==> config.mk <==
export PLATFORM = sky130hd
export DESIGN_NAME = fwseq_top
export DESIGN_NICKNAME = d
export VERILOG_FILES = /design/src/rtl/fwseq_pkg.sv /design/src/rtl/fwseq_rst_sync.sv /design/src/rtl/fwseq_admit.sv /design/src/rtl/fwseq_next.sv /design/src/rtl/fwseq_top.sv
export SDC_FILE = /design/constraint.sdc
export NUM_CORES = 1
export LEC_CHECK = 0
export BUFFER_PORTS_ARGS = -buffer_cell sky130_fd_sc_hd__buf_2
export CELL_PAD_IN_SITES_DETAIL_PLACEMENT = 0
export CELL_PAD_IN_SITES_GLOBAL_PLACEMENT = 1
export CORE_AREA = 2 2 102 104
export CTS_BUF_LIST = sky130_fd_sc_hd__clkbuf_8
export DETAILED_ROUTE_END_ITERATION = 12
export DIE_AREA = 0 0 104 106
export GPL_ROUTABILITY_DRIVEN = 0
export PLACE_DENSITY_LB_ADDON = 0.1
export SLEW_MARGIN = 20
export SYNTH_ARGS = -nofsm -noshare
export SYNTH_HDL_FRONTEND = slang
export SYNTH_SLANG_ARGS = --single-unit
==> constraint.sdc <==
create_clock -name clk -period 7.8 [get_ports clk]
set_input_delay 0.78 -clock clk [delete_from_list [all_inputs] [get_ports clk]]
set_output_delay 0.78 -clock clk [all_outputs]
set_load 0.02 [all_outputs]
==> src/rtl/fwseq_pkg.sv <==
package fwseq_pkg;
  // Action selected by the next-state logic in one cycle.
  typedef enum logic [1:0] {
    ACT_HOLD = 2'd0,
    ACT_LOAD = 2'd1,
    ACT_ADV  = 2'd2,
    ACT_DONE = 2'd3
  } fwseq_act_e;
endpackage

==> src/rtl/fwseq_rst_sync.sv <==
module fwseq_rst_sync (
  input  logic clk,
  input  logic rst_n,
  output logic rst_n_s
);
  logic [1:0] sync_q;

  always_ff @(posedge clk or negedge rst_n) begin
    if (!rst_n) sync_q <= 2'b00;
    else        sync_q <= {sync_q[0], 1'b1};
  end

  assign rst_n_s = sync_q[1];
endmodule

==> src/rtl/fwseq_admit.sv <==
// Checks a load request and builds the first pattern of the weight.
module fwseq_admit #(
  parameter int MAX_W = 16,
  parameter int CW    = $clog2(MAX_W + 1)
) (
  input  logic [CW-1:0]    k_in,
  input  logic [CW-1:0]    n_in,
  output logic             ok,
  output logic [MAX_W-1:0] first
);
  assign ok = (k_in != '0) && (n_in != '0) && (k_in <= n_in) &&
              (n_in <= CW'(MAX_W));

  for (genvar j = 0; j < MAX_W; j++) begin : g_first
    assign first[j] = (CW'(j) < k_in);
  end
endmodule

==> src/rtl/fwseq_next.sv <==
// Combinational successor: move the lowest movable one up, repack below.
module fwseq_next #(
  parameter int MAX_W = 16,
  parameter int CW    = $clog2(MAX_W + 1)
) (
  input  logic [MAX_W-1:0] cur,
  input  logic [CW-1:0]    n_q,
  output logic [MAX_W-1:0] nxt,
  output logic             has_next
);
  logic          found;
  logic [CW-1:0] pivot;
  logic [CW-1:0] ones;

  always_comb begin
    found = 1'b0;
    pivot = '0;
    ones  = '0;
    for (int i = 0; i < MAX_W - 1; i++) begin
      if (!found) begin
        if (cur[i]) ones = ones + CW'(1);
        if (cur[i] && !cur[i+1] && (CW'(i + 1) < n_q)) begin
          found = 1'b1;
          pivot = CW'(i);
        end
      end
    end
  end

  always_comb begin
    for (int j = 0; j < MAX_W; j++) begin
      if (CW'(j) == pivot + CW'(1))
        nxt[j] = 1'b1;
      else if (CW'(j) <= pivot)
        nxt[j] = (CW'(j) + CW'(1) < ones);
      else
        nxt[j] = cur[j];
    end
  end

  assign has_next = found;
endmodule

==> src/rtl/fwseq_top.sv <==
module fwseq_top #(
  parameter int MAX_W = 16,
  parameter int CW    = $clog2(MAX_W + 1)
) (
  input  logic             clk,
  input  logic             rst_n,
  input  logic             load,
  input  logic             step,
  input  logic [CW-1:0]    k_in,
  input  logic [CW-1:0]    n_in,
  output logic [MAX_W-1:0] pattern,
  output logic             valid,
  output logic             last
);
  import fwseq_pkg::*;

  logic             rst_n_s;
  logic [MAX_W-1:0] pat_q, pat_d;
  logic             vld_q, vld_d;
  logic [CW-1:0]    n_q, n_d;
  logic             upd_en;
  logic             cfg_ok;
  logic [MAX_W-1:0] first_pat;
  logic [MAX_W-1:0] succ_pat;
  logic             succ_ok;
  fwseq_act_e       act;

  fwseq_rst_sync u_rst (
    .clk     (clk),
    .rst_n   (rst_n),
    .rst_n_s (rst_n_s)
  );

  fwseq_admit #(.MAX_W(MAX_W), .CW(CW)) u_admit (
    .k_in  (k_in),
    .n_in  (n_in),
    .ok    (cfg_ok),
    .first (first_pat)
  );

  fwseq_next #(.MAX_W(MAX_W), .CW(CW)) u_next (
    .cur      (pat_q),
    .n_q      (n_q),
    .nxt      (succ_pat),
    .has_next (succ_ok)
  );

  // Action decode: load wins, a step only counts with a live pattern.
  always_comb begin
    if (load)                   act = ACT_LOAD;
    else if (step && vld_q)     act = succ_ok ? ACT_ADV : ACT_DONE;
    else                        act = ACT_HOLD;
  end

  always_comb begin
    pat_d  = pat_q;
    vld_d  = vld_q;
    n_d    = n_q;
    upd_en = 1'b1;
    case (act)
      ACT_LOAD: begin
        vld_d = cfg_ok;
        pat_d = cfg_ok ? first_pat : '0;
        n_d   = cfg_ok ? n_in : '0;
      end
      ACT_ADV:  pat_d = succ_pat;
      ACT_DONE: begin
        pat_d = '0;
        vld_d = 1'b0;
      end
      default:  upd_en = 1'b0;
    endcase
  end

  always_ff @(posedge clk or negedge rst_n_s) begin
    if (!rst_n_s) begin
      pat_q <= '0;
      vld_q <= 1'b0;
      n_q   <= '0;
    end else if (upd_en) begin
      pat_q <= pat_d;
      vld_q <= vld_d;
      n_q   <= n_d;
    end
  end

  assign pattern = pat_q;
  assign valid   = vld_q;
  assign last    = vld_q & ~succ_ok;
endmodule

## Yosys cells after proc, flatten, opt, wreduce, memory -nomap -nowiden

Cells that the tools add are included.

- Register bits: 24
- Input bits: 14
- Output and inout bits: 18
- Logic and storage cells: 334

- $add $sub $neg: 15
- $lt $le $gt $ge: 65
- Equality and inequality tests: 34
- Muxes and demuxes: 126
- Bitwise operators: 2
- Reduce and logical (&&, ||, !) cells: 73

Operators by type and width:

| operator | count |
|---|---|
| $mux 5 | 56 |
| $lt 4x5->1 const A | 24 |
| $add 5x1->5 const B | 14 |
| $mux 1 | 65 |
| $lt 3x5->1 const A | 12 |
| $ne 3x1->1 const B | 16 |
| $pmux 16 s3 | 1 |
| $reduce_and 3->1 | 16 |
| $eq 4x5->1 const A | 8 |
| $le 4x5->1 const A | 8 |
| $logic_and 1x1->1 | 34 |
| $lt 2x5->1 const A | 6 |
| $eq 3x5->1 const A | 4 |
| $le 3x5->1 const A | 4 |
| $lt 1x5->1 const A | 4 |
| $mux 16 | 1 |
| $logic_not 1->1 | 15 |
| $eq 2x5->1 const A | 2 |
| $le 1x5->1 const A | 2 |
| $le 2x5->1 const A | 2 |
| $reduce_bool 5->1 | 2 |
| $eq 1x5->1 const A | 1 |
| $le 5x5->1 | 1 |
| $le 5x5->1 const B | 1 |
| other kinds (13) | 16 |

## Logic depth before layout (Yosys ltp)

Gate-level depths: netlist of the first run.

- Depth after elaboration: 48
- Gate-level depth with buffers: 44
- Mapped depth without buffers: 43

## Modules after synthesis

Synthesis of the first run repeated with hierarchy kept, for this count alone.

- Cell total of the unflattened synthesis: 603
- Area, all modules: 4,610.7 um2

Modules (own cells, without submodules):

| module | times used | cells an instance | area each (um2) | sequential area each (um2) |
|---|---|---|---|---|
| fwseq_next | 1 | 459 | 3,164.3 | 0.0 |
| fwseq_top | 1 | 89 | 1,057.3 | 550.5 |
| fwseq_admit | 1 | 52 | 335.3 | 0.0 |
| fwseq_rst_sync | 1 | 3 | 53.8 | 50.0 |

## Worst setup path after synthesis of the first run

OpenSTA, ideal clock, no wires.

- Kind: register to register
- From: reg pat_q[1], in the netlist pattern[1]
- To: reg pat_q[1], in the netlist pattern[1]
- Setup time: 154 ps
- Arrival time: 8,136 ps
- Data required time: 7,646 ps
- Path slack: -490 ps
- Stages on the path, launching flop included: 42
- Buffers on the path: 1
- Period minus slack after synthesis: 8,290 ps
- Cell sequence: dfrtp_1 > inv_1 > ha_1 > clkbuf_1 > xnor2_1 > ha_1 > nand2_1 > o211a_1 > xnor2_1 > a21oi_1 > ha_1 > nor4_1 > a31oi_1 > xnor2_1 > a21oi_1 > ha_1 > nand2b_1 > o32ai_1 > (+6 left out) > ha_1 > a22oi_1 > and3_1 > xnor2_1 > and2_1 > nor2_1 > ha_1 > nor2_1 > nor2_1 > ha_1 > nand2_1 > xnor2_1 > xor3_2 > or2_0 > or4_1 > a31o_2 > o22ai_4 > a221oi_1

- Longest elaborated chain between the ends: 48
- Elaborated cells between the ends (all ways): 108
- Those cells by class: 14 x add/sub; 2 x order compare; 5 x eq/ne; 79 x mux; 8 x reduce/logical

RTL lines:

| item | RTL line | source |
|---|---|---|
| from (decl) | fwseq_top.sv:18 | `logic [MAX_W-1:0] pat_q, pat_d;` |
| from (signal assigned) | fwseq_top.sv:81 | `pat_q <= pat_d;` |
| $logic_not 1->1 | fwseq_next.sv:22 | `if (cur[i] && !cur[i+1] && (CW'(i + 1) < n_q)) begin` |
| $logic_and 1x1->1 (2 in a row) | fwseq_next.sv:22 |  |
| $mux 1 | fwseq_next.sv:22 |  |
| $mux 5 | fwseq_next.sv:20 | `if (!found) begin` |
| $add 5x1->5 | fwseq_next.sv:21 | `if (cur[i]) ones = ones + CW'(1);` |
| $mux 5 | fwseq_next.sv:21 |  |
| $mux 5 | fwseq_next.sv:20 |  |
| $add 5x1->5 | fwseq_next.sv:21 |  |
| (+31 left out) | - |  |
| $mux 5 | fwseq_next.sv:20 |  |
| $add 5x1->5 | fwseq_next.sv:21 |  |
| $mux 5 | fwseq_next.sv:21 |  |
| $mux 5 | fwseq_next.sv:20 |  |
| $lt 2x5->1 | fwseq_next.sv:35 | `nxt[j] = (CW'(j) + CW'(1) < ones);` |
| $mux 1 | fwseq_next.sv:34 | `else if (CW'(j) <= pivot)` |
| $mux 1 | fwseq_next.sv:32 | `if (CW'(j) == pivot + CW'(1))` |
| $pmux 16 s3 | fwseq_top.sv:60 | `case (act)` |

Parallel ways exist; a longest one is shown, timed or not. The select of a mux whose other input is x is not followed.
A chain may end at the register's enable or synchronous reset.

## Worst setup path in the final report of the first run

- From: reg n_q[2]
- To: reg pat_q[2], in the netlist pattern[2]

- Longest elaborated chain between the ends: 47
- Elaborated cells between the ends (all ways): 145
- Those cells by class: 14 x add/sub; 17 x order compare; 5 x eq/ne; 91 x mux; 18 x reduce/logical

RTL lines:

| item | RTL line | source |
|---|---|---|
| from (decl) | fwseq_top.sv:20 | `logic [CW-1:0] n_q, n_d;` |
| from (signal assigned) | fwseq_top.sv:83 | `n_q <= n_d;` |
| $lt 1x5->1 | fwseq_next.sv:22 |  |
| $logic_and 1x1->1 | fwseq_next.sv:22 |  |
| $mux 1 | fwseq_next.sv:22 |  |
| $mux 5 | fwseq_next.sv:20 |  |
| $add 5x1->5 | fwseq_next.sv:21 |  |
| $mux 5 | fwseq_next.sv:21 |  |
| $mux 5 | fwseq_next.sv:20 |  |
| $add 5x1->5 | fwseq_next.sv:21 |  |
| (+31 left out) | - |  |
| $mux 5 | fwseq_next.sv:20 |  |
| $add 5x1->5 | fwseq_next.sv:21 |  |
| $mux 5 | fwseq_next.sv:21 |  |
| $mux 5 | fwseq_next.sv:20 |  |
| $lt 2x5->1 | fwseq_next.sv:35 |  |
| $mux 1 | fwseq_next.sv:34 |  |
| $mux 1 | fwseq_next.sv:32 |  |
| $pmux 16 s3 | fwseq_top.sv:60 |  |

Parallel ways exist; a longest one is shown, timed or not. The select of a mux whose other input is x is not followed.

==> metrics.md, run 1 <==
| Metric | Value |
|---|---|
| Status | finished, violations left |
| Failing checks | setup timing |
| Die W | 104 um |
| Final Skew | 9.98 ps |
| Via density per instance | 6.13 |
| Rows | 37 |
| Worst Path Required | 7940 ps |
| PnR worst setup slack | -267 ps |
| Crit end category | register |
| Most frequent cells in the layout | buf_4, nand2_1, nor2_1, a21oi_1, o21ai_0 |
| Pre-Repair DR Iteration Count | 4 |
| Global Route Usage Sum | 0.276 |
| Vias in the first global route | around 5k |
| Root Driver | clkbuf_8 |
| Worst slew pin tran | ~980 ps |
| Clock-pin slew on the worst setup and hold paths | 90 ps |
| Post-layout util | 0.590 |
| Most common cell after layout, fill and taps aside | buf_4 |
| CTS Sinks | 24 |
| Fmax | 124 MHz |
| IO Port Bufs | 31 |
| #FFs+latches synth | 24 |
| Initial DRC Count | 343 |
| Crit Path Max Fanout | 7 |
| Top cell type's share of synthesized area | 0.128 |
| RSZ-0062 raised after global routing | true |
| Reg2reg start | n_q[2] |
| Synth warn | 0 |
| First-pass GRT wire length | 25,200 um |
| Max-cap viol count | 0 |
| R2R setup slack | -270 ps |
| Placeable Area | roughly 10000 um^2 |
| Dpl hpwl | between 10,000 and 15,000 um |
| FF-to-FF path depth | 38 |
| Largest net degree at the start of global routing | 23 |
| Slowest cell on crit path | o41ai_4 |
| Final hold vios | 0 |
| Slew margin rel. | 0.350 |
| Worst path arrival time | 8210 ps |
| CTS HTree Levels | 1 |
| CTS max path bufs | 2 |
| Die ar. | 11,000 um^2 |
| Largest cells by area after synthesis | dfrtp_1, xnor2_1, ha_1 |
| Cells after Synth | 628 |
| Synthesized net count | 661 |
| EDFF count, synth | 0 |
| Slowest stage delay, CP | 470 ps |
| DRC viols | 0 |
| Final nets | 761 |
| Post-route clock period utilization | 1.03 |
| Starting Density | 0.470 |
| Worst setup path startpoint | n_q[2] |
| Worst-Skew Late Latency | about 280 ps |
| Syn Area/Cell | 7.48 um^2 |
| CP bufs+invs | 2 |
| Min Clock Period, post-route | 8070 ps |
| TritonCTS clock tree | yes |
| Startpoint Class | register |
| Number of CTS-inserted buffers | 3 |
| Total gr overflow | 0 |
| Setup Viol. Count Final | 15 |
| Vias | 5,291 |
| Crit Reg-Reg Endpoint | pattern[2] |
| Hold Slack | 270 ps |
| Post-synth top area cell | dfrtp_1 |
| CP top delay family | compound AO/OA/AOI/OAI gates |
| IO Pins | 32 |
| Seq/Total Area, Yosys | 0.128 |
| WL per Instance | 17.9 um |
| # diodes | 0 |
| Post-Syn Area | 4700 um^2 |
| Synth unique cells | 96 |
| Ys async rst share | 1.00 |
| Min-Delay Path Class | in -> async |
| Initial antenna violation count | 0 |
| Max Slew Vio Count | 0 |
| Antenna-violating nets left | 0 |
| Main synth FF type | dfrtp_1 |
| Final WL | 15,500 um |
| Critical path type | reg -> reg |
| Share of cells above drive strength 1 | 0.293 |
| Synthesis-to-layout area growth | 25.6% |
| # hold bufs at CTS | 0 |
| Die Span Y | ~110 um |
[synthesized netlist by cell type, drive strengths merged, types with 3 or more instances]
cell	count
nor3b	5
mux2i	10
o311ai	3
o31ai	7
ha	19
nor3	23
inv	29
nand2	59
a311oi	3
or2	7
nand2b	17
clkbuf	22
or3	8
a21oi	45
nor2	57
buf	9
a211oi	5
nand4	4
nor2b	10
and2	9
xnor2	34
a221oi	8
a2111oi	6
o211ai	11
nor4	8
and3	12
a31oi	19
nand3b	5
o21ai	44
xnor3	5
nand3	24
a21o	5
dfrtp	24
xor2	11
o21bai	3
o21a	11
o22ai	9
[per-layer routing]
layer / up-vias / wire length (um) / GRT usage
met1: 2534 / 7040 / 0.376
li1: 2539 / - / -
met3: 31 / 713 / 0.0159
met5: - / 0 / 0
met2: 187 / 7320 / 0.468
met4: 0 / 408 / 0.0898
[state kept, by name (all words and copies together), names as in the netlist]
signal,cells
pattern,16
valid,1
u_rst.sync_q,2
n_q,5
[what timing repair did]
item	CTS	global route
pin swaps	10	9
gates resized for setup	12	22
endpoints found under the hold margin	0	0
endpoints found under the setup margin	15	15
buffers inserted	22	5
[final cells by class]
type	count	area (um^2)
clock buffers	3	41.3
well taps	136	170
multi-input cells	544	4070
inverters	29	109
fillers	977	4100
clock inverters	1	30.0
repair buffers	126	876
flip-flops and latches	24	603
[logic make-up after synthesis]
group / Yosys count / synth area share
multiplexers: 10 / 0.0213
AND/OR/NAND/NOR: 254 / 0.281
buffers and inverters: 60 / 0.0509
flip-flops: 24 / 0.128
other: 1 / 0.000799
XOR/XNOR: 52 / 0.142
adder cells (fa/ha/maj): 19 / 0.0506
AO/OA/AOI/OAI: 208 / 0.325
[worst max-delay path by stage]
stage / endpoint / cells after the start
floorplan: pattern[3] / 42
global placement: pattern[7] / 40
detailed placement: pattern[8] / 40
finish: pattern[2] / 38
global route: pattern[3] / 40
CTS: pattern[2] / 41
[per-stage QoR]
stage | setup TNS, ps | area (um^2) | std cells | worst slack [ps]
2_1_floorplan | -0.618 | 4760 | 628 | -0.618
3_3_place_gp | -2000 | 5460 | 832 | -151
3_5_place_dp | -5100 | 5460 | 832 | -366
4_1_cts | -2580 | 5740 | 858 | -227
5_1_grt | -9990 | 5900 | 863 | -711
6_report | -3290 | 5900 | 863 | -267
Power of run 1 is not shown: default switching activity piles up to over one toggle a cycle in this logic, so the estimate is an artifact.
==> inputs of run 2 (changes only) <==
CORE_AREA = 2 2 103 105   (was 2 2 102 104)
DIE_AREA = 0 0 105 107   (was 0 0 104 106)
clock period = 8.1 ns   (was 7.8 ns; I/O delays follow)
==> metrics.md, run 2 (synthesis gave the netlist of run 1 again) <==
| Metric | Value |
|---|---|
| Most common cell after layout, fill and taps aside | buf_4 |
| Crit end category | register |
| Status | finished, violations left |
| Pre-CTS setup slack | -176 ps (+190 ps) |
| Worst Path Required | 8230 ps (+290 ps) |
| Via density per instance | 6.13 (about the same) |
| # diodes | 0 (unchanged) |
| Share of cells above drive strength 1 | 0.275 (-0.0176) |
| CTS max path bufs | 2 (unchanged) |
| Met3 Use GR | 0.0213 (+0.00534) |
| Startpoint Class | register |
| Dpl hpwl | 12,000 um (-0.29%) |
| Max-cap viol count | 0 (unchanged) |
| IO Pins | 32 (unchanged) |
| Number of CTS-inserted buffers | 3 (unchanged) |
| Antenna-violating nets left | 0 (unchanged) |
| Setup tns final | -468 ps (+2820 ps) |
| Critical path type | reg -> reg |
| CTS Sinks | 24 (unchanged) |
| Min Clock Period, post-route | 8190 ps (+118 ps) |
| Die Span Y | 107 um (+0.94%) |
| RSZ-0062 raised after global routing | true |
| Slowest stage delay, CP | 470 ps (about the same) |
| IO Port Bufs | 31 (unchanged) |
| Starting Density | 0.465 (-0.00431) |
| Worst path arrival time | 8320 ps (+110 ps) |
| WL per Instance | 18.4 um (+2.7%) |
| Die W | 105 um (+0.96%) |
| Rows | 37 (unchanged) |
| Met2 Use GR | 0.468 (about the same) |
| Placeable Area | 10,100 um^2 (+0.93%) |
| Min-Delay Path Class | in -> async |
| Slowest cell on crit path | xor3_2 |
| Final nets | 742 (-2.5%) |
| Max FFs per register | 16 (unchanged) |
| Die ar. | 11,200 um^2 (+1.9%) |
| TritonCTS clock tree | yes |
| Vias in the first global route | 4,967 (-1.7%) |
| Largest net degree at the start of global routing | 23 (unchanged) |
| Most Used Layer, Global Route | met2 |
| Initial DRC Count | 343 (unchanged) |
| Most frequent cells in the layout | buf_4, nand2_1, nor2_1, o21ai_0, a21oi_1 |
| PnR worst setup slack | -85.4 ps (+182 ps) |
| Final Skew | 5.30 ps (-4.68 ps) |
| Post-layout util | 0.569 (-0.0209) |
| M1 GR Usage | 0.377 (+0.00111) |
| Total gr overflow | 0 (unchanged) |
| Fmax | 122 MHz (-1.4%) |
| Crit Path Max Fanout | 18 (+11) |
| Slew margin rel. | 0.333 (-0.0169) |
| Post-route clock period utilization | 1.01 (-0.0237) |
| Most used cell, CP | xnor2_2 |
| DRC viols | 0 (unchanged) |
| Setup Viol. Count Final | 9 (-6) |
| Worst-Skew Late Latency | 280 ps (about the same) |
| Max Slew Vio Count | 0 (unchanged) |
| Final WL | 15,500 um (+0.45%) |
| Worst slew pin tran | 993 ps (+17.8 ps) |
| Hold Slack | 287 ps (+17.0 ps) |
| CTS HTree Levels | 1 (unchanged) |
| Final hold vios | 0 (unchanged) |
| Clock-pin slew on the worst setup and hold paths | 100 ps (about the same) |
| Vias | 5,170 (-2.3%) |
| Failing checks | setup timing |
| Pre-Repair DR Iteration Count | 5 (+1) |
| Initial antenna violation count | 0 (unchanged) |
| Root Driver | clkbuf_8 |
| Fillers | 1,011 (+3.5%) |
| Global Route Usage Sum | 0.274 (-0.00122) |
| Synthesis-to-layout area growth | 22.3% |
| First-pass GRT wire length | 25,300 um (+0.49%) |
run 2: cell count changes in the layout (fill, tap and decap cells not counted), sizes merged:
cell | before | now
buf | 126 | 107
run 2: final timing paths:
| kind | endpoint | cells past startpoint | startpoint | slack [ps] |
|---|---|---|---|---|
| min | u_rst.sync_q[0] | 1 | rst_n | 290 |
| max in group asynchronous | pattern[1] | 0 | u_rst.sync_q[1] | 7050 |
| max | pattern[1] | 40 | n_q[3] | -90 |
| min reg2reg | u_rst.sync_q[1] | 0 | u_rst.sync_q[0] | 360 |
| max reg2reg | pattern[1] | 40 | n_q[3] | -90 |
| min in group clk | u_rst.sync_q[1] | 0 | u_rst.sync_q[0] | 360 |
run 2: timing repair:
item,4_1_cts,5_1_grt
pin swaps,22,37
hold buffers,0,0
resized for setup,9,32
setup endpoints to repair,15,15
buffers inserted,6,13
run 2: cell type report:
cell class                 instances  area [um^2]  share of cell area
clock buffer                       3         41.3             0.00719
clock inverter                     1         30.0             0.00523
inverter                          29          109              0.0190
multi-input combinational        544         4050               0.705
sequential                        24          603               0.105
tap                              136          170              0.0296
timing repair buffer             107          738               0.129
run 2: per-layer routing:
layer | wire length (um) | vias to the layer above
li1 | - | 2509
met1 | 7200 | 2486
met2 | 7420 | 152
met3 | 639 | 23
met4 | 286 | 0
met5 | 0 | -
run 2: metrics by stage:
step / cells / area, um^2
final: 844 / 5740
after floorplan: 628 / 4710
after CTS: 831 / 5490
after detailed placement: 821 / 5330
after global routing: 844 / 5740
after global placement: 821 / 5330
run 2: worst max-delay path: cells and delay by family (launching register included):
kind / cells / cell delay (ps)
fa+ha+maj: 5 / 1440
simple gates: 11 / 1660
buf+inv: 3 / 510
compound gates: 14 / 2550
flops: 1 / 420
xor+xnor: 7 / 1460
Power of run 2 is left out for the same reason.
